File: config.mk
export PLATFORM = sky130hd
export DESIGN_NAME = lut_logic_cell
export DESIGN_NICKNAME = d
export VERILOG_FILES = /design/src/rtl/lutcell_pkg.sv /design/src/rtl/lutcell_ctrl.sv /design/src/rtl/lutcell_dp.sv /design/src/rtl/lut_logic_cell.sv
export SDC_FILE = /design/constraint.sdc
export NUM_CORES = 1
export LEC_CHECK = 0
export ABC_AREA = 1
export BUFFER_PORTS_ARGS = -buffer_cell sky130_fd_sc_hd__buf_2
export CORE_MARGIN = 2
export CORE_UTILIZATION = 30
export DETAILED_ROUTE_END_ITERATION = 10
export SLEW_MARGIN = 20
export SYNTH_ARGS = -nofsm -noshare
export SYNTH_HDL_FRONTEND = slang
export SYNTH_SLANG_ARGS = --single-unit
File: constraint.sdc
create_clock -name clk -period 1.4 [get_ports clk]
set_input_delay 0.07 -clock clk [delete_from_list [all_inputs] [get_ports clk]]
set_output_delay 0.07 -clock clk [all_outputs]
set_load 0.005 [all_outputs]
File: src/rtl/lutcell_pkg.sv
package lutcell_pkg;

  typedef struct packed {
    logic shiftEn;
    logic ramWrite;
    logic ffLoad;
    logic ffReset;
    logic live;
  } cellStrobes_t;

  localparam int SRC_W = 2;
  localparam logic [SRC_W-1:0] SRC_F   = 2'd0;
  localparam logic [SRC_W-1:0] SRC_G   = 2'd1;
  localparam logic [SRC_W-1:0] SRC_H   = 2'd2;
  localparam logic [SRC_W-1:0] SRC_EXT = 2'd3;

endpackage

File: src/rtl/lutcell_ctrl.sv
module lutcell_ctrl
  import lutcell_pkg::*;
(
  input  logic         cfgShift,
  input  logic         cfgDone,
  input  logic         ramMode,
  input  logic         ramWe,
  input  logic         ce,
  input  logic         srst,
  output cellStrobes_t st
);

  always_comb begin
    st.live     = cfgDone;
    st.shiftEn  = cfgShift & ~cfgDone;
    st.ramWrite = cfgDone & ramMode & ramWe;
    st.ffReset  = srst | ~cfgDone;
    st.ffLoad   = cfgDone & ce;
  end

endmodule

File: src/rtl/lutcell_dp.sv
module lutcell_dp
  import lutcell_pkg::*;
#(
  parameter int LUT_IN = 4
) (
  input  logic              clk,
  input  cellStrobes_t      st,
  input  logic              cfgData,
  input  logic [LUT_IN-1:0] fIn,
  input  logic [LUT_IN-1:0] gIn,
  input  logic              hExtra,
  input  logic [LUT_IN:0]   ramAddr,
  input  logic              ramWdata,
  output logic              fOut,
  output logic              gOut,
  output logic              hOut,
  output logic              q0,
  output logic              q1,
  output logic              ramRdata,
  output logic              ramMode
);

  localparam int TBL    = 1 << LUT_IN;
  localparam int MIX_IN = 3;
  localparam int HTBL   = 1 << MIX_IN;
  localparam int OFF_H  = 2 * TBL;
  localparam int OFF_S  = OFF_H + HTBL;
  localparam int OFF_I  = OFF_S + 2 * SRC_W;
  localparam int OFF_RM = OFF_I + 2;
  localparam int CFG_W  = OFF_RM + 1;

  logic [CFG_W-1:0]  cfgReg;
  logic [LUT_IN-1:0] lutIdx [2];
  logic [1:0]        lutRaw;
  logic [HTBL-1:0]   hTable;
  logic [MIX_IN-1:0] hIdx;
  logic              hRaw;
  logic [1:0]        qReg;

  // Configuration chain; the F/G part doubles as user RAM after loading.
  always_ff @(posedge clk) begin
    if (st.shiftEn)
      cfgReg <= {cfgData, cfgReg[CFG_W-1:1]};
    else if (st.ramWrite)
      cfgReg[ramAddr] <= ramWdata;
  end

  assign lutIdx[0] = fIn;
  assign lutIdx[1] = gIn;

  for (genvar k = 0; k < 2; k++) begin : g_lut
    logic [TBL-1:0] table_k;
    assign table_k   = cfgReg[k*TBL +: TBL];
    assign lutRaw[k] = table_k[lutIdx[k]];
  end

  assign hTable = cfgReg[OFF_H +: HTBL];
  assign hIdx   = {hExtra, lutRaw[1], lutRaw[0]};
  assign hRaw   = hTable[hIdx];

  for (genvar j = 0; j < 2; j++) begin : g_ff
    logic [SRC_W-1:0] srcSel;
    logic             startVal;
    logic             dIn;
    assign srcSel   = cfgReg[OFF_S + j*SRC_W +: SRC_W];
    assign startVal = cfgReg[OFF_I + j];
    always_comb begin
      unique case (srcSel)
        SRC_F:   dIn = lutRaw[0];
        SRC_G:   dIn = lutRaw[1];
        SRC_H:   dIn = hRaw;
        default: dIn = hExtra;
      endcase
    end
    always_ff @(posedge clk) begin
      if (st.ffReset)
        qReg[j] <= startVal;
      else if (st.ffLoad)
        qReg[j] <= dIn;
    end
  end

  assign ramMode  = cfgReg[OFF_RM];
  assign fOut     = st.live & lutRaw[0];
  assign gOut     = st.live & lutRaw[1];
  assign hOut     = st.live & hRaw;
  assign q0       = st.live & qReg[0];
  assign q1       = st.live & qReg[1];
  assign ramRdata = st.live & cfgReg[ramAddr];

endmodule

File: src/rtl/lut_logic_cell.sv
module lut_logic_cell
  import lutcell_pkg::*;
#(
  parameter int LUT_IN = 4
) (
  input  logic              clk,
  input  logic              srst,
  input  logic              ce,
  input  logic              cfgShift,
  input  logic              cfgData,
  input  logic              cfgDone,
  input  logic [LUT_IN-1:0] fIn,
  input  logic [LUT_IN-1:0] gIn,
  input  logic              hExtra,
  input  logic              ramWe,
  input  logic [LUT_IN:0]   ramAddr,
  input  logic              ramWdata,
  output logic              fOut,
  output logic              gOut,
  output logic              hOut,
  output logic              q0,
  output logic              q1,
  output logic              ramRdata
);

  cellStrobes_t st;
  logic         ramModeW;

  lutcell_ctrl u_ctrl (
    .cfgShift (cfgShift),
    .cfgDone  (cfgDone),
    .ramMode  (ramModeW),
    .ramWe    (ramWe),
    .ce       (ce),
    .srst     (srst),
    .st       (st)
  );

  lutcell_dp #(.LUT_IN(LUT_IN)) u_dp (
    .clk      (clk),
    .st       (st),
    .cfgData  (cfgData),
    .fIn      (fIn),
    .gIn      (gIn),
    .hExtra   (hExtra),
    .ramAddr  (ramAddr),
    .ramWdata (ramWdata),
    .fOut     (fOut),
    .gOut     (gOut),
    .hOut     (hOut),
    .q0       (q0),
    .q1       (q1),
    .ramRdata (ramRdata),
    .ramMode  (ramModeW)
  );

endmodule

Yosys cells after proc, flatten, opt, wreduce, memory -nomap -nowiden
Cells that the tools add are included.
{"block": "totals", "ff_bits": 49, "wordCells": 48, "inputBits": 22}
{"block": "op_classes", "eq_ne": 4, "bitwise": 12, "n_mux": 19, "n_reduce_logical": 5, "magnitude_cmp": 5}
{"operator": "47-bit two-way mux", "n": 2}
{"operator": "47-bit bitwise mux", "n": 1}
{"operator": "1-bit AND", "n": 10}
{"operator": "4-bit by 5-bit < comparator with 1-bit output, second input constant", "n": 2}
{"operator": "1-bit two-way mux", "n": 9}
{"operator": "1-bit binary-select mux with 4-bit select", "n": 2}
{"operator": "5-bit by 7-bit < comparator with 1-bit output, second input constant", "n": 1}
{"operator": "1-bit case mux with 3 select lines", "n": 2}
{"operator": "1-bit binary-select mux with 5-bit select", "n": 1}
{"operator": "1-bit demux with 5-bit select", "n": 1}
{"operator": "5-bit by 1-bit >= comparator with 1-bit output, second input constant", "n": 1}
{"operator": "2-bit by 1-bit == test with 1-bit output, second input constant", "n": 2}
{"operator": "2-bit == test, second input constant", "n": 2}
{"operator": "2-bit zero test", "n": 2}
{"operator": "3-bit by 4-bit < comparator with 1-bit output, second input constant", "n": 1}
{"operator": "2-bit nonzero test", "n": 2}
{"operator": "1-bit binary-select mux with 3-bit select", "n": 1}
{"operator": "1-bit logical AND", "n": 1}
{"operator": "1-bit inverter", "n": 1}
{"operator": "1-bit bitwise OR", "n": 1}

Longest topological paths before layout
Gate-level depths: netlist of the first run.
{"block": "logic_depth", "depth_word": 7, "ltp_mapped": 14, "ltp_nobuf": 13}

Modules after synthesis
Synthesis of the first run repeated with hierarchy kept, for this count alone.
{"block": "hier_totals", "cells_unflattened": 406, "area_unflattened_um2": 3205.6}
{"module": "lutcell_dp", "area_per_inst_um2": 3164.3, "cells_per_inst": 396, "instances": 1, "seq_area_each_um2": 1471.4}
{"module": "lutcell_ctrl", "area_per_inst_um2": 41.3, "cells_per_inst": 10, "instances": 1, "seq_area_each_um2": 0.0}

Least setup slack after synthesis of the first run
OpenSTA, ideal clock, no wires.
{"block": "synth_path", "kind": "register -> register", "start": "register u_dp.cfgReg[3]", "end": "register u_dp.qReg[0] (data pin)", "stages_incl_launch_ff": 13, "n_path_buf": 0, "period_less_slack_ps": 1487, "required_ps": 1151, "arrival_time_ps": 1238, "setup_slack_ps": -87, "path_cell_list": "edfxtp_1 > inv_1 > nand2_1 > nand3_1 > nand3_1 > nand3_4 > nand3_1 > nand3_2 > nand3_2 > nand3_1 > nand3_1 > nand2_1 > inv_1"}
{"block": "synth_between", "elab_chain_cells": 7}
{"element": "start, declared", "line": "lutcell_dp.sv:32", "text": "logic [CFG_W-1:0] cfgReg;"}
{"element": "start signal, assigned", "line": "lutcell_dp.sv:43", "text": "cfgReg <= {cfgData, cfgReg[CFG_W-1:1]};"}
{"element": "start signal, assigned by index", "line": "lutcell_dp.sv:45", "text": "cfgReg[ramAddr] <= ramWdata;"}
{"element": "1-bit binary-select mux with 4-bit select *", "line": "lutcell_dp.sv:54", "text": "assign lutRaw[k] = table_k[lutIdx[k]];"}
{"element": "1-bit two-way mux (implied by the code) *", "line": "lutcell_dp.sv:54"}
{"element": "1-bit binary-select mux with 3-bit select", "line": "lutcell_dp.sv:59", "text": "assign hRaw = hTable[hIdx];"}
{"element": "1-bit two-way mux (implied by the code)", "line": "lutcell_dp.sv:59"}
{"element": "1-bit case mux with 3 select lines *", "line": "lutcell_dp.sv:68", "text": "unique case (srcSel)"}
{"element": "1-bit two-way mux *", "line": "lutcell_dp.sv:78", "text": "else if (st.ffLoad)"}
{"element": "1-bit two-way mux *", "line": "lutcell_dp.sv:76", "text": "if (st.ffReset)"}
{"element": "end signal, assigned by index", "line": "lutcell_dp.sv:77", "text": "qReg[j] <= startVal;"}
{"element": "end signal, assigned by index", "line": "lutcell_dp.sv:79", "text": "qReg[j] <= dIn;"}
{"element": "end, declared", "line": "lutcell_dp.sv:38", "text": "logic [1:0] qReg;"}
Mark *: on every way between the ends. The rest lies on a longest branch, timed or not. The select of a mux whose other input is x is not followed.
A chain may end at the register's enable or synchronous reset.

Worst setup path in the final report of the first run
{"block": "layout_path", "start": "register u_dp.cfgReg[7]", "end": "output port hOut"}
{"block": "layout_between", "elab_chain_cells": 5}
{"element": "1-bit binary-select mux with 4-bit select", "line": "lutcell_dp.sv:54"}
{"element": "1-bit two-way mux (implied by the code)", "line": "lutcell_dp.sv:54"}
{"element": "1-bit binary-select mux with 3-bit select", "line": "lutcell_dp.sv:59"}
{"element": "1-bit two-way mux (implied by the code)", "line": "lutcell_dp.sv:59"}
{"element": "1-bit AND", "line": "lutcell_dp.sv:86", "text": "assign hOut = st.live & hRaw;"}
{"element": "end, declared", "line": "lut_logic_cell.sv:20", "text": "output logic hOut,"}
No other way between the ends. The select of a mux whose other input is x is not followed.

==> impl_results.md, run 1 <==
- Run status: finished, violations left
- Violated checks: negative setup slack
- Port Buf Inserts: 27
- Int Pwr: roughly 0.0024 W
- Routed wl met2: roughly 4300 um
- Critical-path cell list: inv_2, nand2_2, nand3_2, nand3_2, nand3_4, nand2_4, nand2_2, nand3_2, nand3_2, nand2_1, nor2_1, buf_2
- DRC viols: 0
- Vias: approximately 3,100
- Antenna diodes: 0
- Later-pin clock latency in the skew report: about 0.3 ns
- CP max-delay cell: edfxtp_1
- Cell Area, Synth: 3120 um2
- Highest Clock Rate: 0.552 GHz
- Post-route ant nets: 0
- Worst path required time: approximately 1.3 ns
- Clock tree from TritonCTS: built
- Reg2Reg Depth: 14
- RSZ-0062 raised after global routing: yes
- CTS Buf Count: 5
- Max-Cap Viols: 0
- Final setup violation count: 6
- Min-Delay Path Depth: 2
- Initial core utilization: 0.305
- Nets: 520
- Synth area leaders: edfxtp_1, nand2_1, inv_1
- Leakage Power: around 1.9 nW
- Final worst path period share: 1.29
- Synth Instances: 388
- Crit path largest cell delay: 0.43 ns
- Worst slew pin tran: 0.553 ns
- CP dominant cell by count: nand3_2
- Critical Setup Path Class: flop to output pin
- First-pass GRT wire length: between 10,000 and 15,000 um
- Worst VDD drop: between 400 and 500 uV
- All-layer global routing usage: 0.161
- WL final: 8840 um
- P_sw: 0.000982 W
- Yosys top cell area share: 0.472
- Full die area: between 10,000 and 15,000 um2
- Combinational Power Share: 0.242
- Element type at the critical path end: output pin
- Clock share of power: 0.253
- Fin worst setup slack: -0.410 ns
- CP arrival: around 1.7 ns
- Antenna violations before repair: 0
- Hold WC Path Type: input pin to flop
- CTS Sinks: 49
- Final HPWL DP: a little over 6000 um
- Per-cell routed wire length: around 14 um
- Via density: approximately 5.0
- Final core occ: 0.424
- Clk buf depth: 2
- Worst-path fanout max: 6
- FF+latch count, synth: approximately 50
- DRT iter0 DRCs: approximately 330
- DR pass1 iterations: 5
- Clock Root Buffer: clkbuf_8
- Register share of total power: 0.506
- Met3 WL: 543 um
- Fraction of layout cells with a size suffix above 1: 0.375
- IO Pins: 28
- Top layer in use: met4
- Netlist cell types: 26
- GRT overflow: 0
- Hold WS: ~0.064 ns
- Floorplan row count: 37
- Vias in the first global route: ~3,100
- Sw frac: 0.290
- Met1 wire length: about 3900 um
- Worst setup SP type: flop
- Layout Skew: roughly 0.0047 ns
- Max H-tree Level: 2
- Yosys warning count: 0
- Setup TNS: -2.15 ns
- Syn Nets: 410
- Routability-driven placement congestion ratio: just over 0.8
- Final min period: 1.81 ns
- Die Width: between 100 and 150 um
- Largest net degree at the start of global routing: 47
- Syn-to-layout area delta: 39.0%
- Core Area: 10,200 um2
- Die Span Y: between 100 and 150 um
- Slew Limit Fails: 0
- Yosys top cell by area: edfxtp_1
- Avg Synthesized Cell Area: between 8 and 9 um2
- PD cells: approximately 780 nW/um2
- Worst rel slew slack: 0.631
- Post-synthesis sequential area ratio: 0.472
- Final hold violation count: 0
- CTS clk-pin slew, worst paths: ~0.09 ns
## final timing paths
kind,start,end,slack (ns)
hold / removal,ce,u_dp.qReg[0],0.06
setup / recovery,u_dp.cfgReg[7],hOut,-0.41
setup reg to reg,u_dp.cfgReg[7],u_dp.qReg[0],-0.39
hold reg to reg,u_dp.cfgReg[44],u_dp.cfgReg[43],0.58
## layout by cell type, fill, tap and decap left out, types with 3 or more instances in the layout
cell / count
o211ai_1: 6
nand2_1: 69
buf_4: 88
a22oi_1: 4
nand2_2: 9
inv_1: 57
edfxtp_1: 49
nor3_1: 8
nand3_2: 22
inv_2: 12
o22ai_1: 31
buf_2: 27
o21ai_0: 41
nand3_1: 13
buf_12: 3
o21ai_1: 3
nor2_1: 23
buf_6: 3
clkbuf_8: 5
o221ai_1: 4
## cell usage after synthesis
cell	instances
o21ai_0	43
a22o_1	2
inv_1	69
buf_4	1
inv_4	2
nor3_1	8
or2_2	1
a22oi_1	6
nand3_4	1
buf_1	3
nand2_2	1
edfxtp_1	49
nand2_4	2
o21ai_1	2
nand3_1	28
o22ai_1	31
buf_6	1
o221ai_1	6
clkbuf_1	10
a221oi_1	1
a21oi_1	3
nor2_1	24
o211ai_1	6
nand3_2	8
buf_2	3
nand2_1	77
## worst max-delay path, delay by kind of cell (launching register included)
family / cells / cell delay, ns
buf+inv: 2 / 0.20
flops: 1 / 0.43
simple gates: 10 / 0.80
## power groups by stage
stage               Clock, W  Sequential (W)  Combinational (W)
floorplan                  0         0.00174           0.000388
global placement           0         0.00174           0.000688
detailed placement         0         0.00174           0.000698
CTS                 0.000871         0.00171           0.000749
global route        0.000930         0.00172           0.000904
finish              0.000856         0.00171           0.000819
## routing by layer
layer / global-route usage / up-vias
met4: 0.0470 / 0
li1: - / 1557
met2: 0.274 / 104
met1: 0.218 / 1471
met3: 0.0178 / 12
met5: 0 / -
## area by class of cell
cell class,instances,area (um2)
inverter,71,272
clock inverter,2,15.0
fill,990,5890
timing repair buffer,121,890
sequential,49,1470
tap,136,170
clock buffer,6,72.6
multi-input combinational,250,1450
## per-stage QoR
| stage | total power [W] | worst slack (ns) | cells | area (um2) |
|---|---|---|---|---|
| 6_report | 0.00339 | -0.410 | 635 | 4340 |
| 3_5_place_dp | 0.00244 | -0.250 | 608 | 3980 |
| 3_3_place_gp | 0.00243 | -0.213 | 608 | 3980 |
| 2_1_floorplan | 0.00213 | -0.0598 | 388 | 3150 |
| 4_1_cts | 0.00333 | -0.430 | 625 | 4170 |
| 5_1_grt | 0.00355 | -0.550 | 635 | 4340 |
## flip-flops by register name (all words and copies together), names as in the netlist
signal,cells
u_dp.cfgReg,47
u_dp.qReg,2
## cell families after synthesis
| group | count (synthesis) | share of synthesized area |
|---|---|---|
| simple gates | 150 | 0.222 |
| compound gates | 100 | 0.193 |
| buf+inv | 89 | 0.113 |
| flops | 49 | 0.472 |
## repair_timing
| action | CTS | global route |
|---|---|---|
| endpoints found under the setup margin | 6 | 6 |
| resized for setup | 13 | 30 |
| buffers inserted | 9 | 10 |
| hold buffers | 0 | 0 |
| pin swaps | 11 | 21 |
(Power assumes the default switching activity.)
==> run 2: changes to the inputs <==
--- a/config.mk
+++ b/config.mk
@@ -5,7 +5,6 @@
 export SDC_FILE = /design/constraint.sdc
 export NUM_CORES = 1
 export LEC_CHECK = 0
-export ABC_AREA = 1
 export BUFFER_PORTS_ARGS = -buffer_cell sky130_fd_sc_hd__buf_2
 export CORE_MARGIN = 2
 export CORE_UTILIZATION = 30
==> constraint.sdc (replaced) <==
create_clock -name clk -period 2.1 [get_ports clk]
set_input_delay 0.105 -clock clk [delete_from_list [all_inputs] [get_ports clk]]
set_output_delay 0.105 -clock clk [all_outputs]
set_load 0.005 [all_outputs]
==> run 2 against run 1 <==
Against the previous run: final cell count is 30% lower; critical path depth is 4 lower; wire length is 12% lower; largest power group unchanged; via count is 25% lower; critical path type is now flop to flop; critical endpoint is now u_dp.qReg[0]; the flow still finishes with violations (negative setup slack); worst setup slack worse by 0.12 ns.
==> impl_results.md, run 2 <==
- Run status: finished, violations left (unchanged)
- Violated checks: negative setup slack (unchanged)
- Nets: 332 (was 520)
- Largest net degree at the start of global routing: 52 (was 47)
- PD cells: 636 nW/um2 (was 781 nW/um2)
- Highest Clock Rate: 0.380 GHz
- RSZ-0062 raised after global routing: yes (unchanged)
- Worst setup SP type: flop (unchanged)
- Post-synthesis sequential area ratio: 0.502 (was 0.472)
- Worst rel slew slack: 0.663 (was 0.631)
- Netlist cell types: 35 (was 26)
- Yosys top cell by area: edfxtp_1 (unchanged)
- Hold WC Path Type: input pin to flop (unchanged)
- Commonest non-fill, non-tap cells in the layout: o21ai_0, edfxtp_1, nand2_1 (was buf_4, nand2_1, inv_1)
- Tot Pwr: 0.00222 W (was 0.00339 W)
- Area of the multi-input gates: 1360 um2 (was 1450 um2)
- All-layer global routing usage: 0.155 (was 0.161)
- Final setup violation count: 5 (was 6)
- Die Width: 103 um (was 106 um)
- CTS Buf Count: 5 (unchanged)
- Registers with the most flip-flops: u_dp.cfgReg (47), u_dp.qReg (2) (unchanged)
- Asr flop ratio synth: 0 (unchanged)
- Element type at the critical path end: flop (was output pin)
- Later-pin clock latency in the skew report: 0.31 ns (was 0.30 ns)
- Clock Root Buffer: clkbuf_8 (unchanged)
- CTS clk-pin slew, worst paths: 0.10 ns (was 0.09 ns)
- Syn-to-layout area delta: 18.8% (was 39.0%)
- CTS Sinks: 49 (unchanged)
- Leakage Power: 1.24 nW (was 1.91 nW)
- Clock tree from TritonCTS: built (unchanged)
- Vias: 2,346 (was 3,144)
- First-pass GRT wire length: 12,300 um (was 14,800 um)
- Avg Synthesized Cell Area: 11.0 um2 (was 8.04 um2)
- Commonest non-fill, non-tap cell in the layout: o21ai_0 (was buf_4)
- Via density: 5.28 (was 4.95)
- Register area: 1470 um2 (unchanged)
- Post-route ant nets: 0 (unchanged)
- Final core occ: 0.361 (was 0.424)
- Hold WS: 0.0777 ns (was 0.0642 ns)
- Max-Cap Viols: 0 (unchanged)
- Post-synth top flop: edfxtp_1 (unchanged)
- Number of synthesized flops with an enable pin: 49 (unchanged)
- Filler instances: 983 (was 990)
- RR Startpoint: u_dp.cfgReg[15] (was u_dp.cfgReg[7])
- WL final: 7820 um (was 8840 um)
- Synth Instances: 266 (was 388)
- Top cells by count, synth: o21ai_0, edfxtp_1, nand2_1 (was nand2_1, inv_1, edfxtp_1)
- Worst setup startpoint: u_dp.cfgReg[15] (was u_dp.cfgReg[7])
- Routability-driven placement congestion ratio: 0.876 (was 0.823)
- Worst VDD drop: 279 uV (was 418 uV)
- Vias in the first global route: 2,371 (was 3,093)
- IO Pins: 28 (unchanged)
- Antenna diodes: 0 (unchanged)
- Core Area: 9640 um2 (was 10,200 um2)
- Largest Register: u_dp.cfgReg (unchanged)
- Top-count cell post-synth: o21ai_0 (was nand2_1)
- Max H-tree Level: 2 (unchanged)
- Final min period: 2.63 ns
- CP arrival: 2.70 ns (was 1.74 ns)
- Yosys warning count: 0 (unchanged)
- Synth area leaders: edfxtp_1, o21ai_0, mux4_2 (was edfxtp_1, nand2_1, inv_1)
- Fin worst setup slack: -0.530 ns (was -0.410 ns)
- Critical Setup Path Class: flop to flop (was flop to output pin)
- Worst path required time: 2.17 ns (was 1.33 ns)
- Worst slew pin tran: 0.504 ns (was 0.553 ns)
- Post-DP Area: 3340 um2 (was 3980 um2)
- DRC viols: 0 (unchanged)
- Final worst path period share: 1.25
- Slew Limit Fails: 0 (unchanged)
- Hold_sp: cfgData (was ce)
- DR pass1 iterations: 4 (was 5)
- Full die area: 10,600 um2 (was 11,200 um2)
- Cell Area, Synth: 2930 um2 (was 3120 um2)
- Max reg flops: 47 (unchanged)
- Floorplan row count: 36 (was 37)
- Final hold violation count: 0 (unchanged)
- Final HPWL DP: 5440 um (was 6110 um)
- Worst-path fanout max: 4 (was 6)
- Antenna violations before repair: 0 (unchanged)
- Fraction of layout cells with a size suffix above 1: 0.293 (was 0.375)
- FF+latch count, synth: 49 (unchanged)
- Initial core utilization: 0.304 (was 0.305)
- Per-cell routed wire length: 17.6 um (was 13.9 um)
- Design Area, Final: 3480 um2 (was 4340 um2)
- Layout Skew: 0.00923 ns (was 0.00471 ns)
- CTS Hold Bufs: 0 (unchanged)
- GRT overflow: 0 (unchanged)
- Yosys top cell area share: 0.502 (was 0.472)
- Port Buf Inserts: 27 (unchanged)
- Syn Nets: 288 (was 410)
- Die Span Y: 103 um (was 106 um)
- Clk buf depth: 2 (unchanged)
- DRT iter0 DRCs: 180 (was 332)
## run 2: cell types whose count changed after synthesis, sizes merged, moves of 15 or more
cell	delta
mux4	+17
nand2	-41
and2	+15
inv	-61
o22ai	-28
nand3	-31
o21ai	+22
nor2	-17
## run 2: final timing paths
kind	slack (ns)	to	cells after the start
worst max-delay path	-0.53	u_dp.qReg[0]	8
worst min-delay path	0.08	u_dp.cfgReg[46]	2
worst min register to register	0.56	u_dp.cfgReg[43]	1
worst max register to register	-0.53	u_dp.qReg[0]	8
## run 2: cells by family (layout without fill, tap and decap cells)
kind of cell | Yosys count | in the layout | synth area share
AO/OA/AOI/OAI | 80 | 80 | 0.148
multiplexers | 24 | 24 | 0.163
AND/OR/NAND/NOR | 87 | 87 | 0.149
flip-flops | 49 | 49 | 0.502
buffers and inverters | 26 | 71 | 0.0384
## run 2: critical path: stages, from the launching register on
cell      delay [ns]
edfxtp_1        0.40
mux4_2          0.50
mux2_4          0.28
mux2_4          0.29
or3b_4          0.37
nand4_1         0.16
buf_4           0.14
a31oi_1         0.08
o22a_1          0.17
## run 2: per-stage QoR
stage / setup slack [ns] / TNS, ns / std cells
global placement: -0.324 / -0.896 / 434
floorplan: -0.298 / -0.635 / 266
CTS: -0.518 / -1.66 / 443
global route: -0.621 / -2.19 / 444
finish: -0.530 / -1.77 / 444
detailed placement: -0.356 / -1.01 / 434
## run 2: cell type report
type,count,area share
repair buffers,52,0.0963
inverters,11,0.0119
multi-input cells,191,0.390
well taps,133,0.0478
flip-flops and latches,49,0.422
clock inverters,3,0.0119
clock buffers,5,0.0198
## run 2: timing repair
item | CTS | global route
resized for setup | 6 | 2
pin swaps | 5 | 3
setup buffers | 6 | 2
setup endpoints to repair | 5 | 5
## run 2: power breakdown
part           total, W  switching (W)  internal [W]
Clock          0.000699       0.000347      0.000351
Sequential      0.00115      0.0000239       0.00112
Combinational  0.000370       0.000194      0.000175
## run 2: per-layer routing
metal  track usage  share of wire  wire length, um
met5             0              0                0
met2         0.257           0.49             3830
met1         0.201           0.44             3420
met3        0.0332          0.058              457
met4        0.0577          0.015              114
==> run 3: changes to the inputs <==
--- a/config.mk
+++ b/config.mk
@@ -7,7 +7,7 @@
 export LEC_CHECK = 0
 export BUFFER_PORTS_ARGS = -buffer_cell sky130_fd_sc_hd__buf_2
 export CORE_MARGIN = 2
-export CORE_UTILIZATION = 30
+export CORE_UTILIZATION = 44
 export DETAILED_ROUTE_END_ITERATION = 10
 export SLEW_MARGIN = 20
 export SYNTH_ARGS = -nofsm -noshare
==> run 3 against run 2 <==
Against the previous run: via count rose by 0.13%; critical endpoint is now hOut; sequential power barely moved; sequential share of layout area rose by 1.0 points; the run still ends with negative setup slack left; utilization rose by 17 points; worst hold slack got worse by 0.0066 ns; first-iteration DRC count fell by 3.9%; largest power group unchanged; clock skew rose by 0.0025 ns.
==> impl_results.md, run 3 (synthesis gave the netlist of run 2 again) <==
- Run status: finished, violations left (unchanged)
- Violated checks: negative setup slack (unchanged)
- Final worst path period share: 1.23 (was 1.25)
- Hold WC Path Type: input pin to flop (unchanged)
- Full die area: 7330 um2 (was 10,600 um2)
- DR pass1 iterations: 4 (unchanged)
- Max reg flops: 47 (unchanged)
- IO Pins: 28 (unchanged)
- Filler instances: 581 (was 983)
- Antenna diodes: 0 (unchanged)
- Via density: 6.04 (was 5.28)
- Core Area: 6390 um2 (was 9640 um2)
- Later-pin clock latency in the skew report: 0.30 ns (was 0.31 ns)
- GRT overflow: 0 (unchanged)
- Clock tree from TritonCTS: built (unchanged)
- Worst VDD drop: 452 uV (was 279 uV)
- Port Buf Inserts: 27 (unchanged)
- Layout Skew: 0.0117 ns (was 0.00923 ns)
- Final hold violation count: 0 (unchanged)
- Worst slew pin tran: 0.442 ns (was 0.504 ns)
- Highest Clock Rate: 0.386 GHz (was 0.380 GHz)
- Nets: 333 (was 332)
- Die Span Y: 85.6 um (was 103 um)
- CTS Buf Count: 5 (unchanged)
- Final min period: 2.59 ns (was 2.63 ns)
- Worst setup SP type: flop (unchanged)
- Critical Setup Path Class: flop to output pin (was flop to flop)
- Final setup violation count: 5 (unchanged)
- Post-route ant nets: 0 (unchanged)
- Worst rel slew slack: 0.704 (was 0.663)
- Antenna violations before repair: 0 (unchanged)
- Dpl ws: -0.403 ns (was -0.356 ns)
- Registers with the most flip-flops: u_dp.cfgReg (47), u_dp.qReg (2) (unchanged)
- PD cells: 641 nW/um2 (was 636 nW/um2)
- Design Area, Final: 3400 um2 (was 3480 um2)
- Largest net degree at the start of global routing: 34 (was 52)
- CP arrival: 2.48 ns (was 2.70 ns)
- Syn-to-layout area delta: 16.0% (was 18.8%)
- Vias in the first global route: 2,320 (was 2,371)
- Fin worst setup slack: -0.489 ns (was -0.530 ns)
- RSZ-0062 raised after global routing: yes (unchanged)
- Max-Cap Viols: 0 (unchanged)
- Max H-tree Level: 2 (unchanged)
- DRC viols: 0 (unchanged)
- Clock Root Buffer: clkbuf_8 (unchanged)
- CTS clk-pin slew, worst paths: 0.10 ns (about the same)
- DRT iter0 DRCs: 173 (was 180)
- CTS Hold Bufs: 0 (unchanged)
- Floorplan row count: 29 (was 36)
- Vias: 2,349 (was 2,346)
- First-pass GRT wire length: 11,800 um (was 12,300 um)
- Commonest non-fill, non-tap cell in the layout: o21ai_0 (unchanged)
- Worst-path fanout max: 4 (unchanged)
- All-layer global routing usage: 0.211 (was 0.155)
- Largest Register: u_dp.cfgReg (unchanged)
- Commonest non-fill, non-tap cells in the layout: o21ai_0, edfxtp_1, nand2_1 (unchanged)
- Clk buf depth: 2 (unchanged)
- Element type at the critical path end: output pin (was flop)
- Initial core utilization: 0.459 (was 0.304)
- WL final: 7350 um (was 7820 um)
- CTS Sinks: 49 (unchanged)
- Per-cell routed wire length: 18.9 um (was 17.6 um)
- Die Width: 85.6 um (was 103 um)
- Fraction of layout cells with a size suffix above 1: 0.282 (was 0.293)
- Slew Limit Fails: 0 (unchanged)
- Post-DP Area: 3270 um2 (was 3340 um2)
- Final HPWL DP: 5180 um (was 5440 um)
- Routability-driven placement congestion ratio: 0.821 (was 0.876)
- Worst path required time: 2.00 ns (was 2.17 ns)
- Leakage Power: 1.24 nW (about the same)
-- run 3: what timing repair did --
action / CTS / global route
pin swaps: 5 / 0
gates resized for setup: 4 / 1
buffers inserted: 3 / 0
setup endpoints to repair: 5 / 5
-- run 3: final timing paths --
| kind | slack [ns] | cells after the start | endpoint | start |
|---|---|---|---|---|
| worst max-delay path | -0.49 | 7 | hOut | u_dp.cfgReg[11] |
| worst min-delay path | 0.07 | 2 | u_dp.cfgReg[46] | cfgData |
| worst max register to register | -0.46 | 8 | u_dp.qReg[1] | u_dp.cfgReg[11] |
| worst min register to register | 0.55 | 1 | u_dp.cfgReg[45] | u_dp.cfgReg[46] |
-- run 3: worst max-delay path, cell delays in order, from the launching register on --
cell and delay [ns]:
edfxtp_1 0.41, mux4_2 0.49, mux2_4 0.28, mux2_4 0.30
mux4_2 0.44, nand2_2 0.08, a21boi_1 0.06, buf_2 0.13
-- run 3: stage by stage --
stage / setup TNS (ns) / util / total power [W] / instances / hold WS (ns)
floorplan: -0.635 / - / 0.00138 / 266 / 0.303
global placement: -0.843 / 0.512 / 0.00151 / 379 / 0.384
detailed placement: -1.06 / 0.512 / 0.00152 / 379 / 0.386
CTS: -1.70 / 0.533 / 0.00218 / 389 / 0.0648
global route: -2.07 / 0.533 / 0.00227 / 389 / 0.0607
finish: -1.68 / 0.533 / 0.00218 / 389 / 0.0711
-- run 3: where the power goes --
part | leakage (nW) | total, W | switching [W] | internal (W)
sequential | 0.475 | 0.00115 | 0.0000238 | 0.00112
combinational | 0.715 | 0.000360 | 0.000187 | 0.000173
clock | 0.0528 | 0.000670 | 0.000318 | 0.000352
-- run 3: area by class of cell --
cell class,count,area (um2),area share
tap,77,96.3,0.0283
multi-input combinational,191,1360,0.398
timing repair buffer,53,330,0.0971
clock inverter,2,33.8,0.00993
inverter,11,41.3,0.0121
clock buffer,6,72.6,0.0213
sequential,49,1470,0.433
-- run 3: per-layer routing --
layer | share of wire | track usage | vias up
met3 | 0.054 | 0.0366 | 9
met2 | 0.51 | 0.352 | 69
met4 | 0.014 | 0.0635 | 0
li1 | - | - | 1095
met1 | 0.42 | 0.283 | 1176
met5 | 0 | 0 | -
